File: config.mk
export PLATFORM = sky130hd
export DESIGN_NAME = cfg_i2c_target
export DESIGN_NICKNAME = d
export VERILOG_FILES = /design/src/rtl/cfg_i2c_pkg.sv /design/src/rtl/i2c_bus_sync.sv /design/src/rtl/cfg_bank.sv /design/src/rtl/i2c_target_fsm.sv /design/src/rtl/cfg_i2c_target.sv
export SDC_FILE = /design/constraint.sdc
export NUM_CORES = 1
export LEC_CHECK = 0
export BUFFER_PORTS_ARGS = -buffer_cell sky130_fd_sc_hd__buf_2
export CAP_MARGIN = 20
export CORE_MARGIN = 5
export CORE_UTILIZATION = 26
export DETAILED_ROUTE_END_ITERATION = 12
export PLACE_DENSITY = 0.46
export SETUP_SLACK_MARGIN = 0.15
export SYNTH_ARGS = -nofsm -noshare
export SYNTH_HDL_FRONTEND = slang
export SYNTH_SLANG_ARGS = --single-unit
export TNS_END_PERCENT = 20
File: constraint.sdc
create_clock -name clk -period 5.1 [get_ports clk]
set_input_delay 0.765 -clock clk [delete_from_list [all_inputs] [get_ports clk]]
set_output_delay 0.765 -clock clk [all_outputs]
set_load 0.02 [all_outputs]
File: src/rtl/cfg_i2c_pkg.sv
package cfg_i2c_pkg;

  // fixed parts of the target address: bits [6:5] and [3:2]
  localparam logic [1:0] ADDR_TOP = 2'b11;
  localparam logic [1:0] ADDR_MID = 2'b00;

  typedef enum logic [2:0] {
    ST_IDLE,
    ST_RX,
    ST_RX_ACK,
    ST_TX,
    ST_TX_ACK
  } tgt_state_e;

endpackage

File: src/rtl/i2c_bus_sync.sv
module i2c_bus_sync #(
  parameter int STAGES = 2
) (
  input  logic clk,
  input  logic rst_n,
  input  logic scl_i,
  input  logic sda_i,
  output logic scl_s,
  output logic sda_s,
  output logic scl_rise,
  output logic scl_fall,
  output logic start_det,
  output logic stop_det
);

  logic [STAGES:0] scl_pipe, scl_pipe_d;
  logic [STAGES:0] sda_pipe, sda_pipe_d;

  always_comb begin
    scl_pipe_d = {scl_pipe[STAGES-1:0], scl_i};
    sda_pipe_d = {sda_pipe[STAGES-1:0], sda_i};
  end

  always_ff @(posedge clk or negedge rst_n) begin
    if (!rst_n) begin
      scl_pipe <= '1;
      sda_pipe <= '1;
    end else begin
      scl_pipe <= scl_pipe_d;
      sda_pipe <= sda_pipe_d;
    end
  end

  logic scl_q, sda_q;

  always_comb begin
    scl_s     = scl_pipe[STAGES-1];
    scl_q     = scl_pipe[STAGES];
    sda_s     = sda_pipe[STAGES-1];
    sda_q     = sda_pipe[STAGES];
    scl_rise  = scl_s & ~scl_q;
    scl_fall  = ~scl_s & scl_q;
    start_det = scl_s & scl_q & sda_q & ~sda_s;
    stop_det  = scl_s & scl_q & ~sda_q & sda_s;
  end

endmodule

File: src/rtl/cfg_bank.sv
module cfg_bank #(
  parameter int NUM_BYTES = 8,
  localparam int AW = (NUM_BYTES > 1) ? $clog2(NUM_BYTES) : 1
) (
  input  logic                   clk,
  input  logic                   rst_n,
  input  logic                   wr_en,
  input  logic [AW-1:0]          wr_addr,
  input  logic [7:0]             wr_data,
  input  logic [AW-1:0]          rd_addr,
  output logic [7:0]             rd_data,
  output logic [NUM_BYTES*8-1:0] cfg_flat
);

  logic [7:0] regs [NUM_BYTES];

  for (genvar g = 0; g < NUM_BYTES; g++) begin : g_byte
    logic lane_en;
    assign lane_en = wr_en && (wr_addr == AW'(g));

    always_ff @(posedge clk or negedge rst_n) begin
      if (!rst_n) begin
        regs[g] <= 8'h00;
      end else if (lane_en) begin
        regs[g] <= wr_data;
      end
    end

    assign cfg_flat[g*8 +: 8] = regs[g];
  end

  assign rd_data = regs[rd_addr];

  AST_BANK_HOLD: assert property (@(posedge clk) disable iff (!rst_n)
    !wr_en |=> $stable(cfg_flat));

endmodule

File: src/rtl/i2c_target_fsm.sv
module i2c_target_fsm
  import cfg_i2c_pkg::*;
#(
  parameter int NUM_BYTES = 8,
  localparam int AW = (NUM_BYTES > 1) ? $clog2(NUM_BYTES) : 1
) (
  input  logic          clk,
  input  logic          rst_n,
  input  logic          scl_s,
  input  logic          sda_s,
  input  logic          scl_rise,
  input  logic          scl_fall,
  input  logic          start_det,
  input  logic          stop_det,
  input  logic [6:0]    dev_addr,
  input  logic [7:0]    rd_data,
  output logic [AW-1:0] rd_addr,
  output logic          wr_en,
  output logic [AW-1:0] wr_addr,
  output logic [7:0]    wr_data,
  output logic          sda_pd
);

  tgt_state_e    state, state_d;
  logic [2:0]    bit_cnt, bit_cnt_d;
  logic [7:0]    shreg, shreg_d;
  logic          byte_full, byte_full_d;
  logic          addr_phase, addr_phase_d;
  logic          rd_dir, rd_dir_d;
  logic          dummy_pend, dummy_pend_d;
  logic          m_ack, m_ack_d;
  logic          pd, pd_d;
  logic [AW-1:0] ptr, ptr_d, ptr_inc;

  assign ptr_inc = (ptr == AW'(NUM_BYTES - 1)) ? '0 : ptr + 1'b1;

  always_comb begin
    state_d      = state;
    bit_cnt_d    = bit_cnt;
    shreg_d      = shreg;
    byte_full_d  = byte_full;
    addr_phase_d = addr_phase;
    rd_dir_d     = rd_dir;
    dummy_pend_d = dummy_pend;
    m_ack_d      = m_ack;
    pd_d         = pd;
    ptr_d        = ptr;
    wr_en        = 1'b0;

    if (start_det) begin
      state_d      = ST_RX;
      bit_cnt_d    = '0;
      byte_full_d  = 1'b0;
      addr_phase_d = 1'b1;
      dummy_pend_d = 1'b1;
      ptr_d        = '0;
      pd_d         = 1'b0;
    end else if (stop_det) begin
      state_d = ST_IDLE;
      ptr_d   = '0;
      pd_d    = 1'b0;
    end else begin
      unique case (state)
        ST_IDLE: ;
        ST_RX: begin
          if (scl_rise && !byte_full) begin
            shreg_d   = {shreg[6:0], sda_s};
            bit_cnt_d = bit_cnt + 3'd1;
            if (bit_cnt == 3'd7) byte_full_d = 1'b1;
          end else if (scl_fall && byte_full) begin
            byte_full_d = 1'b0;
            if (addr_phase) begin
              if (shreg[7:1] == dev_addr) begin
                rd_dir_d = shreg[0];
                state_d  = ST_RX_ACK;
                pd_d     = 1'b1;
              end else begin
                state_d = ST_IDLE;
              end
            end else begin
              if (dummy_pend) begin
                dummy_pend_d = 1'b0;
              end else begin
                wr_en = 1'b1;
                ptr_d = ptr_inc;
              end
              state_d = ST_RX_ACK;
              pd_d    = 1'b1;
            end
          end
        end
        ST_RX_ACK: begin
          if (scl_fall) begin
            addr_phase_d = 1'b0;
            bit_cnt_d    = '0;
            if (addr_phase && rd_dir) begin
              state_d = ST_TX;
              shreg_d = rd_data;
              ptr_d   = ptr_inc;
              pd_d    = ~rd_data[7];
            end else begin
              state_d = ST_RX;
              pd_d    = 1'b0;
            end
          end
        end
        ST_TX: begin
          if (scl_fall) begin
            if (bit_cnt == 3'd7) begin
              state_d   = ST_TX_ACK;
              bit_cnt_d = '0;
              pd_d      = 1'b0;
            end else begin
              shreg_d   = {shreg[6:0], 1'b0};
              bit_cnt_d = bit_cnt + 3'd1;
              pd_d      = ~shreg[6];
            end
          end
        end
        ST_TX_ACK: begin
          if (scl_rise) begin
            m_ack_d = ~sda_s;
          end else if (scl_fall) begin
            if (m_ack) begin
              state_d = ST_TX;
              shreg_d = rd_data;
              ptr_d   = ptr_inc;
              pd_d    = ~rd_data[7];
            end else begin
              state_d = ST_IDLE;
            end
          end
        end
        default: state_d = ST_IDLE;
      endcase
    end
  end

  always_ff @(posedge clk or negedge rst_n) begin
    if (!rst_n) begin
      state      <= ST_IDLE;
      bit_cnt    <= '0;
      shreg      <= '0;
      byte_full  <= 1'b0;
      addr_phase <= 1'b0;
      rd_dir     <= 1'b0;
      dummy_pend <= 1'b0;
      m_ack      <= 1'b0;
      pd         <= 1'b0;
      ptr        <= '0;
    end else begin
      state      <= state_d;
      bit_cnt    <= bit_cnt_d;
      shreg      <= shreg_d;
      byte_full  <= byte_full_d;
      addr_phase <= addr_phase_d;
      rd_dir     <= rd_dir_d;
      dummy_pend <= dummy_pend_d;
      m_ack      <= m_ack_d;
      pd         <= pd_d;
      ptr        <= ptr_d;
    end
  end

  assign rd_addr = ptr;
  assign wr_addr = ptr;
  assign wr_data = shreg;
  assign sda_pd  = pd;

  AST_PD_RISE_SCL_LOW: assert property (@(posedge clk) disable iff (!rst_n)
    $rose(pd) |-> !$past(scl_s));
  AST_PD_FALL_SCL_LOW: assert property (@(posedge clk) disable iff (!rst_n)
    $fell(pd) |-> (!$past(scl_s) || $past(start_det) || $past(stop_det)));
  AST_IDLE_RELEASED: assert property (@(posedge clk) disable iff (!rst_n)
    (state == ST_IDLE) |-> !pd);
  AST_PTR_RESTART: assert property (@(posedge clk) disable iff (!rst_n)
    $past(start_det) |-> (ptr == '0));

endmodule

File: src/rtl/cfg_i2c_target.sv
module cfg_i2c_target
  import cfg_i2c_pkg::*;
#(
  parameter int NUM_BYTES   = 8,
  parameter int SYNC_STAGES = 2,
  localparam int AW = (NUM_BYTES > 1) ? $clog2(NUM_BYTES) : 1
) (
  input  logic                   clk,
  input  logic                   rst_n,
  input  logic                   scl_i,
  input  logic                   sda_i,
  output logic                   sda_pd_o,
  input  logic [2:0]             strap_i,
  output logic [NUM_BYTES*8-1:0] cfg_o
);

  // asynchronous assert, synchronous release
  logic [1:0] rst_pipe;
  logic       rst_int_n;

  always_ff @(posedge clk or negedge rst_n) begin
    if (!rst_n) rst_pipe <= 2'b00;
    else        rst_pipe <= {rst_pipe[0], 1'b1};
  end
  assign rst_int_n = rst_pipe[1];

  logic scl_s, sda_s, scl_rise, scl_fall, start_det, stop_det;

  i2c_bus_sync #(.STAGES(SYNC_STAGES)) u_sync (
    .clk       (clk),
    .rst_n     (rst_int_n),
    .scl_i     (scl_i),
    .sda_i     (sda_i),
    .scl_s     (scl_s),
    .sda_s     (sda_s),
    .scl_rise  (scl_rise),
    .scl_fall  (scl_fall),
    .start_det (start_det),
    .stop_det  (stop_det)
  );

  logic [6:0]    dev_addr;
  logic [7:0]    rd_data, wr_data;
  logic [AW-1:0] rd_addr, wr_addr;
  logic          wr_en;

  assign dev_addr = {ADDR_TOP, strap_i[2], ADDR_MID, strap_i[1:0]};

  i2c_target_fsm #(.NUM_BYTES(NUM_BYTES)) u_fsm (
    .clk       (clk),
    .rst_n     (rst_int_n),
    .scl_s     (scl_s),
    .sda_s     (sda_s),
    .scl_rise  (scl_rise),
    .scl_fall  (scl_fall),
    .start_det (start_det),
    .stop_det  (stop_det),
    .dev_addr  (dev_addr),
    .rd_data   (rd_data),
    .rd_addr   (rd_addr),
    .wr_en     (wr_en),
    .wr_addr   (wr_addr),
    .wr_data   (wr_data),
    .sda_pd    (sda_pd_o)
  );

  cfg_bank #(.NUM_BYTES(NUM_BYTES)) u_bank (
    .clk      (clk),
    .rst_n    (rst_int_n),
    .wr_en    (wr_en),
    .wr_addr  (wr_addr),
    .wr_data  (wr_data),
    .rd_addr  (rd_addr),
    .rd_data  (rd_data),
    .cfg_flat (cfg_o)
  );

endmodule

======== Yosys cells after proc, flatten, opt, wreduce, memory -nomap -nowiden ========
Index checks and enable logic that the tools add are counted.
operators by class
  bitwise operators ....................... 17
  muxes and demuxes ....................... 83
  reduce and logical (&&, ||, !) cells .... 33
  eq/ne operators ......................... 41
  order comparisons ....................... 1
  add/subtract/negate cells ............... 2
operator list
  operator            number
  $mux 3              27
  $mux 8              10
  $mux 1              36
  $pmux 8 s4          1
  $ne 4x3->1 const B  7
  $bmux 8 s3          1
  $eq 3x3->1 const B  6
  $pmux 3 s3          2
  $ne 4x4->1 const B  4
  $pmux 3 s5          1
  $eq 3x2->1 const B  4
  $ne 2x1->1 const B  6
  $logic_and 1x1->1   11
  $reduce_and 11->1   1
  $ne 2x2->1 const B  5
  $reduce_and 10->1   1
  $reduce_and 5->1    2
  $ne 3x2->1 const B  3
  $not 1->1           9
  $reduce_and 9->1    1
  $mux 2              4
  $reduce_and 4->1    2
  $reduce_and 8->1    1
  $reduce_bool 2->1   4
  other kinds (17)    28
storage, ports and cells
  logic and storage cells ................. 198
  output and inout bits ................... 65
  input bits .............................. 7
  register bits ........................... 95

======== Logic depth before layout (Yosys ltp) ========
Gate-level depths: netlist (run 1).
  depth in word-level cells ............... 11
  depth in mapped cells ................... 8

======== Modules after synthesis ========
A second synthesis (run 1) with hierarchy kept.
unflattened totals
  cell total of the unflattened synthesis .. 349
  area, all modules ....................... 4788.3 um^2
by module, submodules not included
  module          instances  area each (um^2)  cells an instance
  cfg_bank        1          2992.9            172
  i2c_target_fsm  1          1547.7            163
  i2c_bus_sync    1          190.2             10
  cfg_i2c_target  1          57.6              4

======== Worst setup path after synthesis (run 1) ========
OpenSTA, ideal clock, no wires.
  path type ............................... reg-to-reg
  start point ............................. reg u_sync.scl_pipe[1]
  end point ............................... reg u_fsm.shreg[0] (netlist: u_fsm.wr_data[0])
  path slack .............................. 2.921 ns
  arrival time ............................ 2.054 ns
  path buffers ............................ 1
  stages on the path, launching flop included .. 7
  clock period less this slack ............ 2.179 ns
  path through ............................ dfstp_2 buf_2 or3b_2 a21oi_1 o21ai_0 nor2_2 mux2_2
between the ends
  word-level cells in the longest chain between the ends .. 5
  elaborated cells on any way between the ends .. 17
ends and longest elaborated chain
  element                                             line                                    source
  start, declared                                     i2c_bus_sync.sv:16                      logic [STAGES:0] scl_pipe, scl_pipe_d;
  start signal, assigned                              i2c_bus_sync.sv:29                      scl_pipe <= scl_pipe_d;
  $and 1x1->1                                         i2c_bus_sync.sv:43, i2c_bus_sync.sv:44
  $and 1x1->1, on equally long branches (2 in a row)  i2c_bus_sync.sv:44, i2c_bus_sync.sv:43
  $not 1->1 (no line)                                 --
  $reduce_and 11->1 (no line) (*)                     --
  end signal, assigned                                i2c_target_fsm.sv:154                   shreg <= shreg_d;
  end, declared                                       i2c_target_fsm.sv:26                    logic [7:0] shreg, shreg_d;
Every way passes the cells marked *; elsewhere a longest branch is shown, timed or not.
A chain may end at the register's enable or synchronous reset.

======== Worst setup path in the final report (run 1) ========
  start point ............................. reg u_fsm.state[0]
  end point ............................... reg u_bank.regs (netlist bit u_bank.cfg_flat[53])
between the ends
  word-level cells in the longest chain between the ends .. 5
ends and longest elaborated chain
  element                        line                   source
  start, declared                i2c_target_fsm.sv:24   tgt_state_e state, state_d;
  start signal, assigned         i2c_target_fsm.sv:152  state <= state_d;
  $eq 3x1->1                     i2c_target_fsm.sv:63   unique case (state)
  $mux 1                         i2c_target_fsm.sv:63
  $mux 1                         i2c_target_fsm.sv:58   end else if (stop_det) begin
  $mux 1                         i2c_target_fsm.sv:50   if (start_det) begin
  $logic_and 1x1->1              cfg_bank.sv:19         assign lane_en = wr_en && (wr_addr == AW'(g));
  end signal, assigned by index  cfg_bank.sv:25         regs[g] <= wr_data;
  end, declared                  cfg_bank.sv:15         logic [7:0] regs [NUM_BYTES];
No other way between the ends.

==> impl_metrics.json, run 1 <==
{
  "dr_wl_met3_um": 502,
  "worstMarginPinSlew_ps": 855,
  "io_pins": 72,
  "die_area_mm2": 0.0211,
  "path_buf_inv": 0,
  "grt.overflow.total": 0,
  "async_reset_ff_share_pct": 100,
  "io_buffer_count": 71,
  "grt_pass1_vias": 3478,
  "dr.first_iter.drc_count": 232,
  "synth_top_area_share_pct": 46.9,
  "finalWeightedCongestion": 0.837,
  "drc": 0,
  "seq_area_frac_synth_pct": 50.2,
  "rr_endpoint": "u_bank.cfg_flat[53]",
  "sequentialPowerShare_pct": 44.9,
  "clock_path_buffers": 2,
  "crit_path_max_incr_delay_ps": 820,
  "finalSetupTns_ps": 0,
  "ir_drop_uv": 285,
  "via_per_inst": 4.97,
  "grt_max_degree": 63,
  "setup.worst_path.class": "reg -> reg",
  "cts_tree": "built",
  "cp_data_arrival_time_ps": 3100,
  "grt_pass1_wl_um": 21400,
  "finalHoldViolCount": 0,
  "finClkSkew_ps": 11.3,
  "fin_total_pwr_mw": 2.28,
  "fmax_ghz": 0.349,
  "postCtsHoldBufs": 0,
  "rsz0062_at_grt": "false",
  "cts_max_level": 3,
  "pre_cts_slack_ps": 2230,
  "layout.nets": 464,
  "slew_violations": 0,
  "syn_to_final_growth_pct": 18.7,
  "dr.max_layer_used": "met4",
  "status": "completed",
  "worst_slack_ps": 2240,
  "numCtsBuffers": 9,
  "num_vias": 3392,
  "reg2reg_depth": 4,
  "cp.required_ps": 5340,
  "cts_root_buf": "clkbuf_16",
  "cts_setup_buffers": 0,
  "wl_per_cell_um": 19.8,
  "fin_crit_sh_pct": 56.1,
  "path_delay_family": "simple AND/OR/NAND/NOR gates",
  "start_kind": "flop",
  "syn_area_mm2": 0.00475,
  "wl_met1_um": 6000,
  "clk_latency_ps": 360,
  "chipWidth_um": 145,
  "p_int_mw": 1.48,
  "reg2reg_from": "u_fsm.state[0]",
  "p_switching_uw": 801,
  "switching_share_pct": 35.1,
  "r2r_slack_ps": 2240,
  "grt_use_total_pct": 13.0,
  "syn-num-nets": 405,
  "cts_sinks": 95,
  "clk_pin_slew_ps": 70,
  "maxSlewHeadroom_pct": 42.5,
  "die_h_um": 145,
  "synth_edf_count": 0,
  "rows": 49,
  "combPwrFrac_pct": 24.8,
  "synth_area_leader_cell": "dfrtp_1",
  "synthFlopType": "dfrtp_1",
  "ctsResizeCount": 0,
  "initial_core_util_pct": 26.5,
  "regArea_mm2": 0.00239,
  "period_needed_ps": 2860,
  "powerDensity_mw_per_mm2": 405,
  "slowest_stage": "dfrtp_1",
  "fillerInstances": 1815,
  "core_area_mm2": 0.0180,
  "cp_max_fo": 26,
  "crit_chain": "or3b_1 > nor4_4 > nand3_1 > mux2_2",
  "setup_viol": 0,
  "antenna_cells": 0,
  "ys_top_cells_by_area": "dfrtp_1 47%, mux2_2 10%, mux4_2 6.6%",
  "clockPowerShare_pct": 30.3,
  "multi_input_area_mm2": 0.00223,
  "drv_cap": 0,
  "postSynthCellCount": 390,
  "cp-end-kind": "flop",
  "layout-drive-gt1-share_pct": 35.2,
  "p_leak_nw": 2.78,
  "synth-seq-cells": 95,
  "firstDrtPassIters": 4,
  "ant_nets": 0,
  "ys_warn_count": 0,
  "syn_avg_cell_area_um2": 12.2,
  "dp_hpwl_um": 9340,
  "drt_wl_total_um": 13500,
  "antenna_found_initial": 0,
  "yosys.cell_types.count": 53,
  "worstHoldPathType": "in -> async",
  "wl_met2_um": 6770
}
==> cell type report <==
type | instances | area share (%)
multi-input cells | 259 | 39.5
flip-flops and latches | 95 | 42.3
well taps | 229 | 5.08
inverters | 9 | 0.599
repair buffers | 75 | 7.19
clock inverters | 5 | 1.18
clock buffers | 11 | 4.13
==> cell families (layout without fill, tap and decap cells) <==
logic type	after synthesis	after routing	synth area share, %
flip-flops	95	95	50.2
multiplexers	93	93	25.0
AND/OR/NAND/NOR	87	87	10.0
AO/OA/AOI/OAI	65	65	8.74
buffers and inverters	36	100	2.92
adder cells (fa/ha/maj)	8	8	2.11
XOR/XNOR	5	5	0.921
other	1	1	0.0789
==> synthesized netlist by cell type (all sizes together) (2+ instances only) <==
master	instances
dfrtp	89
mux2	67
clkbuf	23
nand2	22
o21ai	19
nor2	17
a21oi	15
mux4	14
nand3	14
mux2i	12
inv	9
ha	8
nor2b	7
dfstp	6
nand2b	5
o31ai	5
buf	4
nor3b	4
xor2	4
a21o	3
a22o	3
a31oi	3
nor3	3
nor4	3
or3b	3
a211oi	2
a22oi	2
a32o	2
nand3b	2
nand4	2
o311ai	2
==> sequential cells by signal, summed over array words and instances, names as in the netlist <==
| register | flops |
|---|---|
| rst_pipe | 2 |
| u_bank.cfg_flat | 64 |
| u_fsm.addr_phase | 1 |
| u_fsm.bit_cnt | 3 |
| u_fsm.byte_full | 1 |
| u_fsm.dummy_pend | 1 |
| u_fsm.m_ack | 1 |
| u_fsm.rd_addr | 3 |
| u_fsm.rd_dir | 1 |
| u_fsm.sda_pd | 1 |
| u_fsm.state | 3 |
| u_fsm.wr_data | 8 |
| u_sync.scl_pipe | 3 |
| u_sync.sda_pipe | 3 |
==> metal layers <==
metal,global-route usage [%],vias up
li1,-,1543
met1,16.7,1749
met2,21.6,84
met3,3.12,16
met4,4.48,0
met5,0,-
==> stage by stage <==
| stage | util [%] | cells | hold WS, ps | cell area [um2] |
|---|---|---|---|---|
| 6_report | 31.4 | 683 | 177 | 5640 |
| 5_1_grt | 31.4 | 683 | 165 | 5640 |
| 4_1_cts | 31.3 | 682 | 165 | 5610 |
| 3_5_place_dp | 29.6 | 666 | 290 | 5320 |
| 3_3_place_gp | 29.6 | 666 | 286 | 5320 |
| 2_1_floorplan | - | 390 | 331 | 4750 |
==> how the worst max path moves through the flow <==
stage,from,slack (ps),endpoint,depth (start not counted)
floorplan,rst_pipe[1],2270,u_bank.cfg_flat[0],0
global placement,u_fsm.state[0],2290,u_bank.cfg_flat[51],4
detailed placement,u_fsm.state[0],2230,u_bank.cfg_flat[48],4
CTS,u_fsm.state[0],2230,u_bank.cfg_flat[53],4
global route,u_fsm.state[0],2080,u_bank.cfg_flat[53],4
finish,u_fsm.state[0],2240,u_bank.cfg_flat[53],4
==> layout by cell type (no fill, tap or decap), types with 3 or more instances in the layout <==
cell type / Yosys / routed
nor3b_1: 4 / 4
o31ai_1: 5 / 5
buf_4: 0 / 3
inv_1: 9 / 9
a22o_1: 3 / 3
dfstp_2: 6 / 6
mux2_1: 24 / 24
a21oi_1: 15 / 15
clkbuf_16: 0 / 9
a21o_1: 3 / 3
o21ai_0: 19 / 19
mux2_2: 43 / 43
nand3_1: 14 / 14
ha_1: 8 / 8
buf_2: 3 / 71
nor2_1: 16 / 16
nor3_1: 3 / 3
mux4_2: 14 / 14
nand2b_1: 5 / 5
nand2_2: 3 / 3
mux2i_1: 12 / 12
nor2b_1: 7 / 7
xor2_1: 4 / 4
a31oi_1: 3 / 3
nand2_1: 19 / 19
dfrtp_1: 89 / 88
==> worst reg2reg max path: stages (launching register included) <==
cell and delay (ps):
dfrtp_1 820, or3b_1 540, nor4_4 300, nand3_1 600, mux2_2 500
==> power groups by stage <==
stage | logic, mW | registers, mW | clock network [mW]
floorplan | 0.515 | 0.911 | 0
global placement | 0.532 | 1.05 | 0
detailed placement | 0.544 | 1.05 | 0
CTS | 0.545 | 1.04 | 0.718
global route | 0.630 | 1.05 | 0.741
finish | 0.566 | 1.02 | 0.692
Power figures use the tool's default switching activity.
==> run 2, diff against run 1 <==
--- a/config.mk
+++ b/config.mk
@@ -5,12 +5,13 @@
 export SDC_FILE = /design/constraint.sdc
 export NUM_CORES = 1
 export LEC_CHECK = 0
+export ABC_AREA = 1
 export BUFFER_PORTS_ARGS = -buffer_cell sky130_fd_sc_hd__buf_2
 export CAP_MARGIN = 20
 export CORE_MARGIN = 5
 export CORE_UTILIZATION = 26
 export DETAILED_ROUTE_END_ITERATION = 12
-export PLACE_DENSITY = 0.46
+export PLACE_DENSITY = 0.47
 export SETUP_SLACK_MARGIN = 0.15
 export SYNTH_ARGS = -nofsm -noshare
 export SYNTH_HDL_FRONTEND = slang
==> constraint.sdc (replaced) <==
create_clock -name clk -period 2.6 [get_ports clk]
set_input_delay 0.39 -clock clk [delete_from_list [all_inputs] [get_ports clk]]
set_output_delay 0.39 -clock clk [all_outputs]
set_load 0.02 [all_outputs]
==> run 2 against run 1 <==
Combinational power grew 130%. Core utilization shrank 0.25 points. Via count grew 23%. Maximum frequency grew 47%. Power grew 93%. Routed wire length grew 7.6%. Largest power group unchanged. Highest routed layer unchanged.
==> impl_metrics.json, run 2 <==
{
  "status": "completed",
  "yosysMostFrequentCell": "nand2_1",
  "die_area_mm2": 0.0216,
  "syn-num-nets": 614,
  "clock_path_buffers": 2,
  "p_switching_mw": 1.66,
  "drt_wl_total_um": 14500,
  "r2r_slack_ps": 650,
  "synth_edf_count": 0,
  "fillerInstances": 1997,
  "synth-seq-cells": 95,
  "yosys.cell_types.count": 34,
  "initial_core_util_pct": 26.3,
  "largest_reg_flops": 64,
  "ys_top_cells_by_area": "dfrtp_1 46%, nand2_1 14%, o21ai_1 5.3%",
  "finalWeightedCongestion": 0.845,
  "rr_endpoint": "u_fsm.wr_data[2]",
  "worstHoldPathType": "reg -> async",
  "cp.required_ps": 2840,
  "postSynthCellCount": 599,
  "cts_max_level": 3,
  "fmax_ghz": 0.513,
  "syn_to_final_growth_pct": 18.4,
  "dr.first_iter.drc_count": 282,
  "grt-busiest-layer": "met2",
  "ys_warn_count": 0,
  "synth_top_cells_by_count": "178 x nand2_1, 89 x dfrtp_1, 61 x nor2_1, 52 x o21ai_1, 40 x inv_1",
  "crit_start": "u_fsm.state[2]",
  "antenna_cells": 0,
  "layout.nets": 684,
  "period_needed_ps": 1950,
  "ant_nets": 0,
  "io_pins": 72,
  "p_int_mw": 2.76,
  "num_vias": 4170,
  "setup_viol": 0,
  "wl_per_cell_um": 16.0,
  "grt_util_met1_pct": 18.0,
  "rsz0062_at_grt": "false",
  "fin_area_mm2": 0.00579,
  "dp_hpwl_um": 10800,
  "core_area_mm2": 0.0186,
  "clk_pin_slew_ps": 70,
  "slew_violations": 0,
  "placed_cells": 891,
  "reg2reg_from": "u_fsm.state[2]",
  "synthFlopType": "dfrtp_1",
  "async_reset_ff_share_pct": 100,
  "stdcell_count": 908,
  "combPwrFrac_pct": 29.9,
  "firstDrtPassIters": 4,
  "grt_pass1_vias": 4011,
  "ir_drop_uv": 364,
  "io_buffer_count": 71,
  "sequentialPowerShare_pct": 38.3,
  "syn_avg_cell_area_um2": 8.16,
  "cts_sinks": 95,
  "synth_top_area_share_pct": 45.5,
  "maxSlewHeadroom_pct": 62.9,
  "fin_crit_sh_pct": 75.0,
  "chipWidth_um": 147,
  "finClkSkew_ps": 8.16,
  "via_per_inst": 4.59,
  "worstMarginPinSlew_ps": 556,
  "numCtsBuffers": 9,
  "grt_use_met2_pct": 23.1,
  "met3_usage_pct": 3.61,
  "finalSetupTns_ps": 0,
  "cp-end-kind": "flop",
  "die_h_um": 147,
  "start_kind": "flop",
  "seq_area_frac_synth_pct": 48.8,
  "clk_latency_ps": 360,
  "finalHoldViolCount": 0,
  "cp_max_fo": 11,
  "final_common_cell": "nand2_1",
  "grt_max_degree": 92,
  "grt_use_total_pct": 13.8,
  "whs_ps": 102,
  "syn_area_mm2": 0.00489,
  "layout-drive-gt1-share_pct": 22.0,
  "rows": 50,
  "setup.worst_path.class": "reg -> reg",
  "powerDensity_mw_per_mm2": 763,
  "drc": 0,
  "grt_pass1_wl_um": 23300,
  "synth_area_leader_cell": "dfrtp_1",
  "cp_data_arrival_time_ps": 2190,
  "dpl-instance-area_mm2": 0.00547,
  "final_cell_mix": "178 x nand2_1, 88 x dfrtp_1, 71 x buf_2",
  "cts_root_buf": "clkbuf_16",
  "reg2reg_depth": 10,
  "final_util_pct": 31.2,
  "p_leak_nw": 2.93,
  "switching_share_pct": 37.5,
  "drv_cap": 0,
  "cts_tree": "built",
  "antenna_found_initial": 0,
  "grt.overflow.total": 0,
  "clockPowerShare_pct": 31.8
}
## run 2: cells by family (layout without fill, tap and decap cells)
| kind of cell | count (synthesis) | after routing | share of synthesized area [%] |
|---|---|---|---|
| AND/OR/NAND/NOR | 299 | 299 | 27.4 |
| AO/OA/AOI/OAI | 125 | 125 | 14.6 |
| flip-flops | 95 | 95 | 48.8 |
| buffers and inverters | 71 | 146 | 7.09 |
| adder cells (fa/ha/maj) | 8 | 8 | 2.05 |
| other | 1 | 1 | 0.0767 |
## run 2: area by class of cell
type | instances | area, um2 | share of cell area, %
Clock buffer | 9 | 225 | 3.89
Clock inverter | 7 | 86.3 | 1.49
Inverter | 50 | 199 | 3.44
Multi-Input combinational cell | 433 | 2160 | 37.3
Sequential cell | 95 | 2390 | 41.3
Tap cell | 234 | 293 | 5.06
Timing Repair Buffer | 80 | 438 | 7.57
## run 2: through the flow
stage                     setup slack [ps]  power (mW)
final                                  650        4.42
after global routing                   475        4.71
after CTS                              671        4.48
after detailed placement               682        3.05
after global placement                 729        3.04
after floorplan                        986        2.65
## run 2: worst max path at each step
stage                     endpoint  slack (ps)
3_3_place_gp      u_fsm.wr_data[5]         730
4_1_cts           u_fsm.wr_data[2]         670
2_1_floorplan  u_bank.cfg_flat[38]         990
3_5_place_dp      u_fsm.wr_data[2]         680
6_report          u_fsm.wr_data[2]         650
5_1_grt           u_fsm.wr_data[2]         480
## run 2: repair_timing
action                                 in CTS  in global routing
hold buffers                                1                  0
setup buffers                               0                  0
resized for setup                           0                  0
endpoints found under the hold margin       2                  0
## run 2: metal layers
metal	part of all wire [%]	wire (um)
met1	45	6530
met2	49	7170
met3	4.7	687
met4	1.1	159
met5	0	0
## run 2: critical path, cell delays in order, from the launching register on
cell and delay [ps]:
dfrtp_1 430, inv_1 140, nand3_2 150, nand2_1 320, nor2_1 100, nand2_1 110, nand2_1 110, nor2_4 250
inv_2 110, nand2_1 70, nand2_1 60
## run 2: power by group through the flow
stage | clock [mW] | sequential, mW | combinational [mW]
finish | 1.41 | 1.69 | 1.32
global route | 1.51 | 1.71 | 1.49
CTS | 1.45 | 1.69 | 1.34
detailed placement | 0 | 1.72 | 1.33
global placement | 0 | 1.71 | 1.32
floorplan | 0 | 1.71 | 0.939
==> run 3, diff against run 2 <==
--- a/config.mk
+++ b/config.mk
@@ -11,7 +11,7 @@
 export CORE_MARGIN = 5
 export CORE_UTILIZATION = 26
 export DETAILED_ROUTE_END_ITERATION = 12
-export PLACE_DENSITY = 0.47
+export PLACE_DENSITY = 0.46
 export SETUP_SLACK_MARGIN = 0.15
 export SYNTH_ARGS = -nofsm -noshare
 export SYNTH_HDL_FRONTEND = slang
==> constraint.sdc (replaced) <==
create_clock -name clk -period 2 [get_ports clk]
set_input_delay 0.3 -clock clk [delete_from_list [all_inputs] [get_ports clk]]
set_output_delay 0.3 -clock clk [all_outputs]
set_load 0.02 [all_outputs]
==> run 3 against run 2 <==
Sequential share of layout area down 0.38 points. Clock-buffer cell count up 1. Final area increased by 0.99%. Via count up 2.8%. Critical path type unchanged. Critical endpoint is now u_fsm.wr_data[1].
==> impl_metrics.json, run 3 (synthesis gave the netlist of run 2 again) <==
{
  "slew_violations": 0,
  "cts_tree": "built",
  "io_buffer_count": 71,
  "via_per_inst": 4.68,
  "final_util_pct": 31.5,
  "syn_to_final_growth_pct": 19.5,
  "grt_pass1_wl_um": 23500,
  "crit_path_max_incr_delay_ps": 400,
  "rows": 50,
  "reg2reg_from": "u_fsm.bit_cnt[0]",
  "dr.first_iter.drc_count": 297,
  "grt.overflow.total": 0,
  "die_area_mm2": 0.0216,
  "finalWeightedCongestion": 0.879,
  "worstMarginPinSlew_ps": 552,
  "setup.worst_path.class": "reg -> reg",
  "clockPowerShare_pct": 30.2,
  "clk_pin_slew_ps": 70,
  "fmax_ghz": 0.555,
  "rr_endpoint": "u_fsm.wr_data[1]",
  "start_kind": "flop",
  "drv_cap": 0,
  "worstHoldPathType": "in -> reg",
  "numCtsBuffers": 9,
  "path_delay_family": "simple AND/OR/NAND/NOR gates",
  "clock_path_buffers": 2,
  "drc": 0,
  "grt_pass1_vias": 4205,
  "grt_max_degree": 94,
  "ant_nets": 0,
  "multi_input_area_mm2": 0.00218,
  "pre_cts_slack_ps": 240,
  "min_path_cells": 1,
  "fin_crit_sh_pct": 90.2,
  "r2r_slack_ps": 200,
  "core_area_mm2": 0.0186,
  "num_vias": 4286,
  "setup_viol": 0,
  "worst_slack_ps": 197,
  "reg2reg_depth": 8,
  "powerDensity_mw_per_mm2": 988,
  "p_int_mw": 3.54,
  "antenna_cells": 0,
  "dp_hpwl_um": 10600,
  "cts_root_buf": "clkbuf_16",
  "cp-end-kind": "flop",
  "drt_wl_total_um": 14400,
  "path_buf_inv": 1,
  "min_from": "scl_i",
  "clk_latency_ps": 350,
  "layout.nets": 692,
  "switching_share_pct": 38.8,
  "cp_max_fo": 4,
  "p_switching_mw": 2.24,
  "final_cell_mix": "178 x nand2_1, 87 x dfrtp_1, 71 x buf_2",
  "cp_data_arrival_time_ps": 2090,
  "sequentialPowerShare_pct": 37.3,
  "grt_use_total_pct": 13.8,
  "cts_max_level": 3,
  "slowest_stage": "dfrtp_1",
  "chipWidth_um": 147,
  "rsz0062_at_grt": "true",
  "wl_per_cell_um": 15.7,
  "final_common_cell": "nand2_1",
  "whs_ps": 41.1,
  "cp.required_ps": 2290,
  "largest_reg_flops": 64,
  "status": "completed",
  "die_h_um": 147,
  "layout-drive-gt1-share_pct": 23.3,
  "fillerInstances": 1984,
  "finalSetupTns_ps": 0,
  "fin_total_pwr_mw": 5.78,
  "initial_core_util_pct": 26.3,
  "finalHoldViolCount": 0,
  "firstDrtPassIters": 5,
  "maxSlewHeadroom_pct": 63.2,
  "whs_endpoint": "u_sync.scl_pipe[0]",
  "ir_drop_uv": 465,
  "io_pins": 72,
  "regArea_mm2": 0.00239,
  "crit_chain": "ha_1 > ha_1 > o21ai_0 > nand4_1 > buf_4 > nor2_2 > nand2_1 > nand2_1",
  "combPwrFrac_pct": 32.5,
  "finClkSkew_ps": 7.67,
  "p_leak_nw": 2.96,
  "period_needed_ps": 1800,
  "cts_sinks": 95,
  "antenna_found_initial": 0
}
==> run 3: power by group through the flow <==
stage          clock network [mW]  registers (mW)  logic (mW)
6_report                     1.74            2.15        1.88
5_1_grt                      1.88            2.17        2.09
4_1_cts                      1.80            2.16        1.89
3_5_place_dp                    0            2.19        1.88
3_3_place_gp                    0            2.19        1.88
2_1_floorplan                   0            2.22        1.22
==> run 3: through the flow <==
| stage | area, um2 | cells |
|---|---|---|
| final | 5850 | 916 |
| after global routing | 5850 | 916 |
| after CTS | 5810 | 913 |
| after detailed placement | 5500 | 896 |
| after global placement | 5500 | 896 |
| after floorplan | 4890 | 599 |
==> run 3: cell type report <==
class | count | share of cell area (%)
Sequential cell | 95 | 40.9
Multi-Input combinational cell | 434 | 37.2
Timing Repair Buffer | 87 | 8.39
Tap cell | 234 | 5.01
Clock buffer | 10 | 4.09
Inverter | 50 | 3.40
Clock inverter | 6 | 0.985
==> run 3: worst max path at each step <==
stage                        from                  end  slack [ps]  cells past startpoint
6_report         u_fsm.bit_cnt[0]     u_fsm.wr_data[1]         200                      8
5_1_grt        u_sync.scl_pipe[2]   u_bank.cfg_flat[8]         110                     11
4_1_cts          u_fsm.bit_cnt[0]     u_fsm.wr_data[2]         240                      8
3_5_place_dp     u_fsm.bit_cnt[0]     u_fsm.wr_data[5]         240                      8
3_3_place_gp     u_fsm.bit_cnt[0]     u_fsm.wr_data[1]         290                      8
2_1_floorplan    u_fsm.rd_addr[0]  u_bank.cfg_flat[38]         390                      8
==> run 3: per-layer routing <==
layer  track usage [%]  share of wire [%]
met1              18.4                 46
met2              22.0                 46
met3              3.05                5.5
met4              5.13                2.3
met5                 0                  0
==> run 3: what timing repair did <==
action / in CTS / in global routing
setup endpoints to repair: 0 / 23
endpoints found under the hold margin: 2 / 0
hold buffers: 1 / 0
resized for setup: 0 / 4
setup buffers: 0 / 2
